### config.mk
export PLATFORM = sky130hd
export DESIGN_NAME = rr_lock_arbiter
export DESIGN_NICKNAME = d
export VERILOG_FILES = /design/src/rtl/lka_pkg.sv /design/src/rtl/lka_slots.sv /design/src/rtl/lka_judge.sv /design/src/rtl/lka_registry.sv /design/src/rtl/rr_lock_arbiter.sv
export SDC_FILE = /design/constraint.sdc
export NUM_CORES = 2
export LEC_CHECK = 0
export BUFFER_PORTS_ARGS = -buffer_cell sky130_fd_sc_hd__buf_2
export CELL_PAD_IN_SITES_DETAIL_PLACEMENT = 1
export CELL_PAD_IN_SITES_GLOBAL_PLACEMENT = 1
export CORE_MARGIN = 5
export CORE_UTILIZATION = 29
export DETAILED_ROUTE_END_ITERATION = 6
export HOLD_SLACK_MARGIN = 0.1
export PLACE_DENSITY = 0.51
export SLEW_MARGIN = 30
export SYNTH_ARGS = -nofsm -noshare
export SYNTH_HDL_FRONTEND = slang
export SYNTH_SLANG_ARGS = --single-unit
export TNS_END_PERCENT = 100
### constraint.sdc
create_clock -name clk -period 16.25 [get_ports clk]
set_input_delay 2.4375 -clock clk [delete_from_list [all_inputs] [get_ports clk]]
set_output_delay 2.4375 -clock clk [all_outputs]
set_load 0.1 [all_outputs]
### src/rtl/lka_pkg.sv
package lka_pkg;
  localparam int SLOTS = 2;

  function automatic int unsigned wrap_next(int unsigned cur, int unsigned n);
    return (cur + 1 >= n) ? 0 : cur + 1;
  endfunction
endpackage

### src/rtl/lka_slots.sv
module lka_slots #(
  parameter int NUM_THR = 32,
  parameter int LW      = 6,
  parameter int TW      = 5
) (
  input  logic                  clk,
  input  logic                  rst,
  input  logic [NUM_THR-1:0]    req_vld,
  input  logic [NUM_THR-1:0]    req_rel,
  input  logic [NUM_THR*LW-1:0] req_line_a,
  input  logic [NUM_THR*LW-1:0] req_line_b,
  input  logic [TW-1:0]         ev_thr,
  input  logic [1:0]            ev_done,
  input  logic [1:0]            ev_nack,
  output logic [NUM_THR-1:0]    req_rdy,
  output logic [NUM_THR-1:0]    thr_stall,
  output logic [1:0]            ev_v,
  output logic [1:0]            ev_rel,
  output logic [2*LW-1:0]       ev_a,
  output logic [2*LW-1:0]       ev_b
);
  logic [1:0]    v_q   [NUM_THR];
  logic [1:0]    nk_q  [NUM_THR];
  logic [1:0]    rel_q [NUM_THR];
  logic [LW-1:0] a_q   [NUM_THR][lka_pkg::SLOTS];
  logic [LW-1:0] b_q   [NUM_THR][lka_pkg::SLOTS];

  always_ff @(posedge clk) begin
    if (rst) begin
      for (int t = 0; t < NUM_THR; t++) begin
        v_q[t]   <= '0;
        nk_q[t]  <= '0;
        rel_q[t] <= '0;
        for (int s = 0; s < lka_pkg::SLOTS; s++) begin
          a_q[t][s] <= '0;
          b_q[t][s] <= '0;
        end
      end
    end else begin
      for (int t = 0; t < NUM_THR; t++) begin
        if (ev_thr == TW'(t)) begin
          for (int s = 0; s < lka_pkg::SLOTS; s++) begin
            if (ev_done[s]) begin
              v_q[t][s]  <= 1'b0;
              nk_q[t][s] <= 1'b0;
            end else if (ev_nack[s]) begin
              nk_q[t][s] <= 1'b1;
            end
          end
        end
        if (req_vld[t] && req_rdy[t]) begin
          if (!v_q[t][0]) begin
            v_q[t][0]   <= 1'b1;
            rel_q[t][0] <= req_rel[t];
            a_q[t][0]   <= req_line_a[t*LW +: LW];
            b_q[t][0]   <= req_line_b[t*LW +: LW];
          end else begin
            v_q[t][1]   <= 1'b1;
            rel_q[t][1] <= req_rel[t];
            a_q[t][1]   <= req_line_a[t*LW +: LW];
            b_q[t][1]   <= req_line_b[t*LW +: LW];
          end
        end
      end
    end
  end

  for (genvar g = 0; g < NUM_THR; g++) begin : g_flags
    assign req_rdy[g]   = ~(v_q[g][0] & v_q[g][1]);
    assign thr_stall[g] = nk_q[g][0] | nk_q[g][1];
  end

  assign ev_v   = v_q[ev_thr];
  assign ev_rel = rel_q[ev_thr];
  assign ev_a   = {a_q[ev_thr][1], a_q[ev_thr][0]};
  assign ev_b   = {b_q[ev_thr][1], b_q[ev_thr][0]};

  // a thread whose slots are both taken keeps them unless its window frees one
  a_r2_slot_cap: assert property (@(posedge clk) disable iff (rst)
    (!req_rdy[0] && !(ev_thr == '0 && ev_done != '0)) |=> !req_rdy[0]);
endmodule

### src/rtl/lka_judge.sv
module lka_judge #(
  parameter int NUM_LINES = 64,
  parameter int LW        = 6,
  parameter int TW        = 5
) (
  input  logic [TW-1:0]           thr,
  input  logic [1:0]              v,
  input  logic [1:0]              rel,
  input  logic [2*LW-1:0]         la,
  input  logic [2*LW-1:0]         lb,
  input  logic [NUM_LINES-1:0]    map_q,
  input  logic [NUM_LINES*TW-1:0] own_q,
  output logic [1:0]              ack,
  output logic [1:0]              done,
  output logic [1:0]              nack,
  output logic [1:0]              wen,
  output logic                    bad_rel,
  output logic [NUM_LINES-1:0]    map_nxt
);
  logic [NUM_LINES-1:0] m;
  logic [1:0]           ok;
  logic [LW-1:0]        a, b;
  logic [TW-1:0]        oa, ob;

  always_comb begin
    m       = map_q;
    ok      = '0;
    ack     = '0;
    done    = '0;
    nack    = '0;
    wen     = '0;
    bad_rel = 1'b0;
    a       = '0;
    b       = '0;
    oa      = '0;
    ob      = '0;
    for (int s = 0; s < lka_pkg::SLOTS; s++) begin
      a  = la[s*LW +: LW];
      b  = lb[s*LW +: LW];
      oa = own_q[int'(a)*TW +: TW];
      ob = own_q[int'(b)*TW +: TW];
      if (s == 1 && wen[0]) begin
        if (a == la[LW-1:0] || a == lb[LW-1:0]) oa = thr;
        if (b == la[LW-1:0] || b == lb[LW-1:0]) ob = thr;
      end
      if (rel[s]) ok[s] = m[a] && m[b] && (oa == thr) && (ob == thr);
      else        ok[s] = !m[a] && !m[b];
      ack[s]  = v[s] && ok[s];
      wen[s]  = v[s] && !rel[s] && ok[s];
      done[s] = v[s] && (ok[s] || rel[s]);
      nack[s] = v[s] && !rel[s] && !ok[s];
      if (ack[s]) begin
        m[a] = !rel[s];
        m[b] = !rel[s];
      end
      if (v[s] && rel[s] && !ok[s]) bad_rel = 1'b1;
    end
    map_nxt = m;
  end
endmodule

### src/rtl/lka_registry.sv
module lka_registry #(
  parameter int NUM_LINES = 64,
  parameter int LW        = 6,
  parameter int TW        = 5
) (
  input  logic                    clk,
  input  logic                    rst,
  input  logic [NUM_LINES-1:0]    map_nxt,
  input  logic [1:0]              wen,
  input  logic [2*LW-1:0]         wa,
  input  logic [2*LW-1:0]         wb,
  input  logic [TW-1:0]           wthr,
  output logic [NUM_LINES-1:0]    map_q,
  output logic [NUM_LINES*TW-1:0] own_q
);
  logic [TW-1:0] own_mem [NUM_LINES];

  always_ff @(posedge clk) begin
    if (rst) map_q <= '0;
    else     map_q <= map_nxt;
  end

  always_ff @(posedge clk) begin
    for (int s = 0; s < lka_pkg::SLOTS; s++) begin
      if (wen[s]) begin
        own_mem[wa[s*LW +: LW]] <= wthr;
        own_mem[wb[s*LW +: LW]] <= wthr;
      end
    end
  end

  for (genvar g = 0; g < NUM_LINES; g++) begin : g_own
    assign own_q[g*TW +: TW] = own_mem[g];
  end

  // a slot-1 grant leaves both of its lines locked after the edge
  a_r5_grant_sets: assert property (@(posedge clk) disable iff (rst)
    wen[1] |=> (map_q[$past(wa[2*LW-1:LW])] && map_q[$past(wb[2*LW-1:LW])]));
endmodule

### src/rtl/rr_lock_arbiter.sv
module rr_lock_arbiter #(
  parameter int NUM_CORES    = 16,
  parameter int THR_PER_CORE = 2,
  parameter int NUM_LINES    = 64,
  localparam int NUM_THR     = NUM_CORES * THR_PER_CORE,
  localparam int TW          = (NUM_THR > 1) ? $clog2(NUM_THR) : 1,
  localparam int LW          = (NUM_LINES > 1) ? $clog2(NUM_LINES) : 1
) (
  input  logic                  clk,
  input  logic                  rst,
  input  logic [NUM_THR-1:0]    req_vld,
  input  logic [NUM_THR-1:0]    req_rel,
  input  logic [NUM_THR*LW-1:0] req_line_a,
  input  logic [NUM_THR*LW-1:0] req_line_b,
  output logic [NUM_THR-1:0]    req_rdy,
  output logic [NUM_THR-1:0]    thr_stall,
  output logic [1:0]            rsp_vld,
  output logic [1:0]            rsp_ack,
  output logic [TW-1:0]         rsp_thr,
  output logic                  err_rel
);
  logic [TW-1:0]           ptr;
  logic [1:0]              ev_v, ev_rel, ack, done, nack, wen;
  logic [2*LW-1:0]         ev_a, ev_b;
  logic [NUM_LINES-1:0]    map_q, map_nxt;
  logic [NUM_LINES*TW-1:0] own_q;
  logic                    bad_rel;
  logic [1:0]              rsp_lk;

  lka_slots #(.NUM_THR(NUM_THR), .LW(LW), .TW(TW)) u_slots (
    .clk(clk), .rst(rst),
    .req_vld(req_vld), .req_rel(req_rel),
    .req_line_a(req_line_a), .req_line_b(req_line_b),
    .ev_thr(ptr), .ev_done(done), .ev_nack(nack),
    .req_rdy(req_rdy), .thr_stall(thr_stall),
    .ev_v(ev_v), .ev_rel(ev_rel), .ev_a(ev_a), .ev_b(ev_b)
  );

  lka_judge #(.NUM_LINES(NUM_LINES), .LW(LW), .TW(TW)) u_judge (
    .thr(ptr), .v(ev_v), .rel(ev_rel), .la(ev_a), .lb(ev_b),
    .map_q(map_q), .own_q(own_q),
    .ack(ack), .done(done), .nack(nack), .wen(wen),
    .bad_rel(bad_rel), .map_nxt(map_nxt)
  );

  lka_registry #(.NUM_LINES(NUM_LINES), .LW(LW), .TW(TW)) u_reg (
    .clk(clk), .rst(rst), .map_nxt(map_nxt), .wen(wen),
    .wa(ev_a), .wb(ev_b), .wthr(ptr),
    .map_q(map_q), .own_q(own_q)
  );

  always_ff @(posedge clk) begin
    if (rst) begin
      ptr     <= '0;
      rsp_vld <= '0;
      rsp_ack <= '0;
      rsp_lk  <= '0;
      rsp_thr <= '0;
      err_rel <= 1'b0;
    end else begin
      ptr     <= TW'(lka_pkg::wrap_next(int'(ptr), NUM_THR));
      rsp_vld <= ev_v;
      rsp_ack <= ack;
      rsp_lk  <= ev_v & ~ev_rel;
      rsp_thr <= ptr;
      err_rel <= err_rel | bad_rel;
    end
  end

  // responses in consecutive cycles come from consecutive threads
  a_r3_rotate: assert property (@(posedge clk) disable iff (rst)
    (rsp_vld != '0 && $past(rsp_vld) != '0)
      |-> rsp_thr == TW'(lka_pkg::wrap_next(int'($past(rsp_thr)), NUM_THR)));

  // a refused lock leaves its thread stalled
  a_r6_nack_stalls: assert property (@(posedge clk) disable iff (rst)
    ((rsp_vld[0] && !rsp_ack[0] && rsp_lk[0]) || (rsp_vld[1] && !rsp_ack[1] && rsp_lk[1]))
      |-> thr_stall[rsp_thr]);

  // the release error flag never drops without reset
  a_r9_err_sticky: assert property (@(posedge clk) disable iff (rst)
    $past(err_rel) |-> err_rel);
endmodule

* Yosys cells after proc, flatten, opt, wreduce, memory -nomap -nowiden *
Memories as Yosys holds them, arrays and structs flattened. A register that Yosys moved wholly into a read port is not among the register bits.
Cells that the tools add are included.
W data, S select, Z words.

word-level totals
  flip-flop bits (word level) = 79
  bits in writable memories = 1,280
  input bits = 450
  memories kept = 6

memory list
  name           depth  width  read ports  clocked after memory_dff  write ports  RTL line            source
  u_slots.a_q    32     12     1           1                         32           lka_slots.sv:25     logic [LW-1:0] a_q [NUM_THR][lka_pkg::SLOTS];
  u_slots.b_q    32     12     1           1                         32           lka_slots.sv:26     logic [LW-1:0] b_q [NUM_THR][lka_pkg::SLOTS];
  u_reg.own_mem  64     5      64          0                         4            lka_registry.sv:16  logic [TW-1:0] own_mem [NUM_LINES];
  u_slots.nk_q   32     2      32          0                         32           lka_slots.sv:23     logic [1:0] nk_q [NUM_THR];
  u_slots.rel_q  32     2      1           1                         32           lka_slots.sv:24     logic [1:0] rel_q [NUM_THR];
  u_slots.v_q    32     2      33          1                         32           lka_slots.sv:22     logic [1:0] v_q [NUM_THR];

cells by class
  add/subtract/negate cells = 1
  multipliers = 4
  magnitude comparators = 9
  eq/ne operators = 39
  shift operators = 4
  multiplexer cells = 1,134
  bitwise operators = 545
  reductions and logical operators = 72

operator list
  operator               count
  $shiftx A320 B32 Y5    4
  $mux W1                984
  $mux W6                128
  $or A1 B1 Y1           481
  $bwmux W64             4
  $mux W64               2
  $eq A5 B5 Y1 const B   16
  $logic_and A1 B1 Y1    58
  $eq A5 B4 Y1 const B   8
  $mux W5                8
  $mul A6 B3 Y9 const B  4
  $and A1 B1 Y1          32
  $ge A32 B6 Y1 const B  1
  $not A1 Y1             32
  $lt A6 B7 Y1 const B   4
  $bmux W1 S6            4
  $demux W1 S6           4
  $eq A6 B6 Y1           4
  $ge A6 B1 Y1 const B   4
  $eq A5 B3 Y1 const B   4
  $eq A5 B5 Y1           4
  $eq A5 B2 Y1 const B   2
  $logic_not A1 Y1       8
  $add A5 B1 Y6 const B  1
  other kinds (4)        7

* Logic depth before layout (Yosys ltp) *
  depth in word-level cells = 22
  mapped depth = 30
  mapped depth without buffers = 17

* Modules after synthesis *
Synthesis repeated with hierarchy kept, for this count alone.

second synthesis, totals
  cell total of the unflattened synthesis = 6,240
  area total of the unflattened synthesis = 75,662.6 um^2

by module, submodules not included
  module           instances  cells an instance  area an instance (um^2)  sequential area each (um^2)
  lka_slots        1          2,987              44,291.2                 28,827.6
  lka_judge        1          2,479              17,493.0                 0.0
  lka_registry     1          734                13,422.9                 10,890.4
  rr_lock_arbiter  1          40                 455.4                    300.3

* Worst setup path after synthesis *
No wires, ideal clock.

  path type = reg-to-reg
  start point = register ptr[0]
  end point = memory u_reg.own_mem[14][0] (enable)
  library setup time = 0.374 ns
  arrival time = 7.025 ns
  data required time = 15.876 ns
  setup slack = 8.852 ns
  stages on the path, launching flop included = 24
  clock period less this slack = 7.398 ns
  cell sequence = dfxtp_1 buf_4 buf_2 buf_4 buf_2 buf_2 mux4_2 mux4_2 mux2_2 buf_2 nand2_1 nor2_1 clkbuf_1 buf_2 a31oi_1 o2111ai_1 nor4_1 o211ai_1 o211ai_1 nand4_1 or4_1 buf_2 clkbuf_1 o21ai_0

RTL lines
  item                    RTL line               source
  start, declared         rr_lock_arbiter.sv:22  logic [TW-1:0] ptr;
  start signal, assigned  rr_lock_arbiter.sv:61  ptr <= TW'(lka_pkg::wrap_next(int'(ptr), NUM_THR));
  end, declared           lka_registry.sv:16

==> impl_metrics.json <==
{
  "status": "complete, but fails checks",
  "violations": "design-rule violations",
  "min_period_over_period_pct": 72.2,
  "netlist_area_um2": 75700,
  "synth_fa_ha_area_share_pct": 0.0992,
  "antenna_found_initial": 53,
  "drt_iter0_drc": 9065,
  "die_h_um": 521,
  "p_sw_mw": 4.22,
  "r2r_setup_slack_ns": 4.51,
  "synth_nets": 6862,
  "p_int_mw": 6.99,
  "drive_above_1_share_pct": 22.6,
  "synthesis.instances": 6406,
  "totalWireLength_mm": 463,
  "power.density_nw_per_um2": 127,
  "grt_usage_pct": 32.9,
  "slew_headroom_pct": 19.5,
  "synth_area_leaders": "edfxtp_1 51%, mux4_2 8.2%, and2_1 5.2%",
  "vias_per_cell": 6.38,
  "setup.worst_path.class": "reg -> reg",
  "final_cell_area_um2": 88500,
  "synth_top_family_by_area": "simple AND/OR/NAND/NOR gates",
  "ys.flop_type": "edfxtp_1",
  "place_hpwl_mm": 342,
  "hp-class": "reg -> reg",
  "dp_cells": 10100,
  "ys_types": 95,
  "cts_sinks": 1359,
  "cts_setup_buffers": 0,
  "period_needed_ns": 11.74,
  "coreArea_um2": 260000,
  "tns_ns": 0,
  "synth_top_cell_by_area": "edfxtp_1",
  "netlist.area_leader.share_pct": 50.8,
  "swShare_pct": 37.6,
  "required_ns": 16.70,
  "gr-total-overflow": 0,
  "rsz0062_at_grt": "no",
  "clkSlewWorstSetupHoldPaths_ns": 0.06,
  "synth-compound-area-share_pct": 14.4,
  "io_buffers": 523,
  "grt_max_degree": 115,
  "layout_common_cells": "1280 x edfxtp_1, 632 x and2_1, 526 x buf_2",
  "cts_buffers": 159,
  "endpoint_kind": "flop",
  "slew_viol_final": 0,
  "synth_mux_area_share_pct": 13.7,
  "post_cts_resized": 0,
  "power.leakage_nw": 31.0,
  "wl_per_cell_um": 44.5,
  "ys_seq_elements": 1359,
  "root_buffer": "clkbuf_16",
  "cts_hold_buf": 0,
  "max-clock-path-buffers": 3,
  "ios": 524,
  "grt_pass1_wl_mm": 612,
  "fin_cells": 10400,
  "cts_max_level": 4,
  "finalNetCount": 7282,
  "ir_drop_v": 0.0000937,
  "synth-simple-area-share_pct": 14.7,
  "ant_nets": 0,
  "drc": 2,
  "final_common_cell": "edfxtp_1",
  "tightest_slew_ns": 1.20,
  "p_comb_share_pct": 29.6,
  "cp_max_fo": 54,
  "ys_warn_count": 0,
  "cts_tree": "yes",
  "fmaxAchievable_mhz": 85.2,
  "grt_pass1_vias": 65900,
  "max-cap-violations": 0,
  "crit_arrival_ns": 12.19,
  "synth.avg_cell_area_um2": 11.8,
  "dieArea_um2": 271000,
  "globalplace.congestion": 1.03,
  "seq_area_frac_synth_pct": 52.9,
  "dpl-instance-area_um2": 83000,
  "cp-start-kind": "flop",
  "areaGrowthSynthToFinish_pct": 16.9,
  "clockPowerShare_pct": 33.0,
  "start_util_pct": 29.1,
  "async_reset_ff_share_pct": 0,
  "seqPwrFrac_pct": 37.5,
  "insertion_delay_ns": 0.88,
  "synth-edff-count": 1280,
  "rows": 187,
  "synth-xor-area-share_pct": 0.474,
  "setup_viol": 0,
  "fp.dieW_um": 521,
  "vias": 66300,
  "firstDrtPassIters": 7,
  "hold_viol_final": 0,
  "fin_skew_ns": 0.0811
}
==> final timing paths <==
kind	from	end	cells past startpoint
max	ptr[1]$_SDFF_PP0_	u_reg.own_mem[44][2]$_DFFE_PP_	20
min	u_slots.v_q[10][0]$_SDFFCE_PN0P_	u_slots.v_q[10][0]$_SDFFCE_PN0P_	1
max reg2reg	ptr[1]$_SDFF_PP0_	u_reg.own_mem[44][2]$_DFFE_PP_	20
min reg2reg	u_slots.v_q[10][0]$_SDFFCE_PN0P_	u_slots.v_q[10][0]$_SDFFCE_PN0P_	1
==> cell type report <==
type                            count  area (um^2)
Antenna cell                       33         82.6
Multi-Input combinational cell   4421        33700
Timing Repair Buffer              787         4730
Inverter                           98          372
Fill cell                       28100       171000
Tap cell                         3402         4260
Sequential cell                  1359        40000
Clock inverter                     87         1090
Clock buffer                      207         4250
==> Yosys cell counts (all sizes together), types with 137 or more instances <==
library cell  number
clkbuf           299
nor2             294
buf              229
o21ai            218
nand2            464
o22ai            324
a22oi            137
edfxtp          1280
mux2i            306
and2             635
mux4             274
a21oi            194
nand3            226
==> power by group through the flow <==
stage	clock network [mW]	logic [mW]	registers, mW
after global placement	0	3.15	4.26
after global routing	3.89	3.29	4.21
after CTS	3.74	3.17	4.20
after floorplan	0	1.60	4.21
after detailed placement	0	3.17	4.27
final	3.70	3.32	4.20
==> registers in the layout, indices dropped and copies added (netlist names), 5 cells and up <==
name and flops:
ptr 5, rsp_thr 5, u_reg.map_q 64, u_reg.own_mem 320, u_slots.a_q 384, u_slots.b_q 384, u_slots.nk_q 64, u_slots.rel_q 64
u_slots.v_q 64
==> routing by layer <==
metal  track usage, %  routed length [um]  vias to the layer above
met5            0.491                 256                        -
met4             19.1               32900                       10
met3             8.02               41300                     1264
met2             51.9              208000                     4492
met1             41.2              180000                    34700
li1                 -                   -                    25800
==> logic make-up (layout without fill, tap and decap cells) <==
group           count (synthesis)  count (layout)
simple gates                 2119            2119
mux                           681             681
other cells                     0              33
xor+xnor                       41              41
flops                        1359            1359
compound gates               1574            1574
buf+inv                       626            1179
fa+ha+maj                       6               6
==> worst max-delay path, cell delays in order, from the launching register on <==
cell and delay [ns]:
dfxtp_4 0.72, buf_4 0.65, buf_4 0.71, mux4_2 0.61, mux2i_1 0.37, o2111ai_1 0.21
nand2_2 0.36, buf_4 0.76, nand3_1 0.96, o22ai_1 0.64, nor4_2 0.19, o2111ai_1 0.30
mux2i_1 0.27, o2111ai_1 0.33, or3_1 0.66, a2111o_1 0.51, a211o_1 0.25, buf_4 0.30
or4_4 0.88, buf_4 0.46, o21ai_0 0.81
==> metrics by stage <==
stage	util [%]	power, mW	hold WS (ns)	setup slack (ns)
2_1_floorplan	-	5.81	0.586	8.85
3_3_place_gp	31.9	7.42	0.623	4.97
3_5_place_dp	32.0	7.44	0.632	4.88
4_1_cts	34.0	11.1	0.640	4.76
5_1_grt	34.1	11.4	0.667	4.47
6_report	34.1	11.2	0.643	4.51
Power figures use the tool's default switching activity.
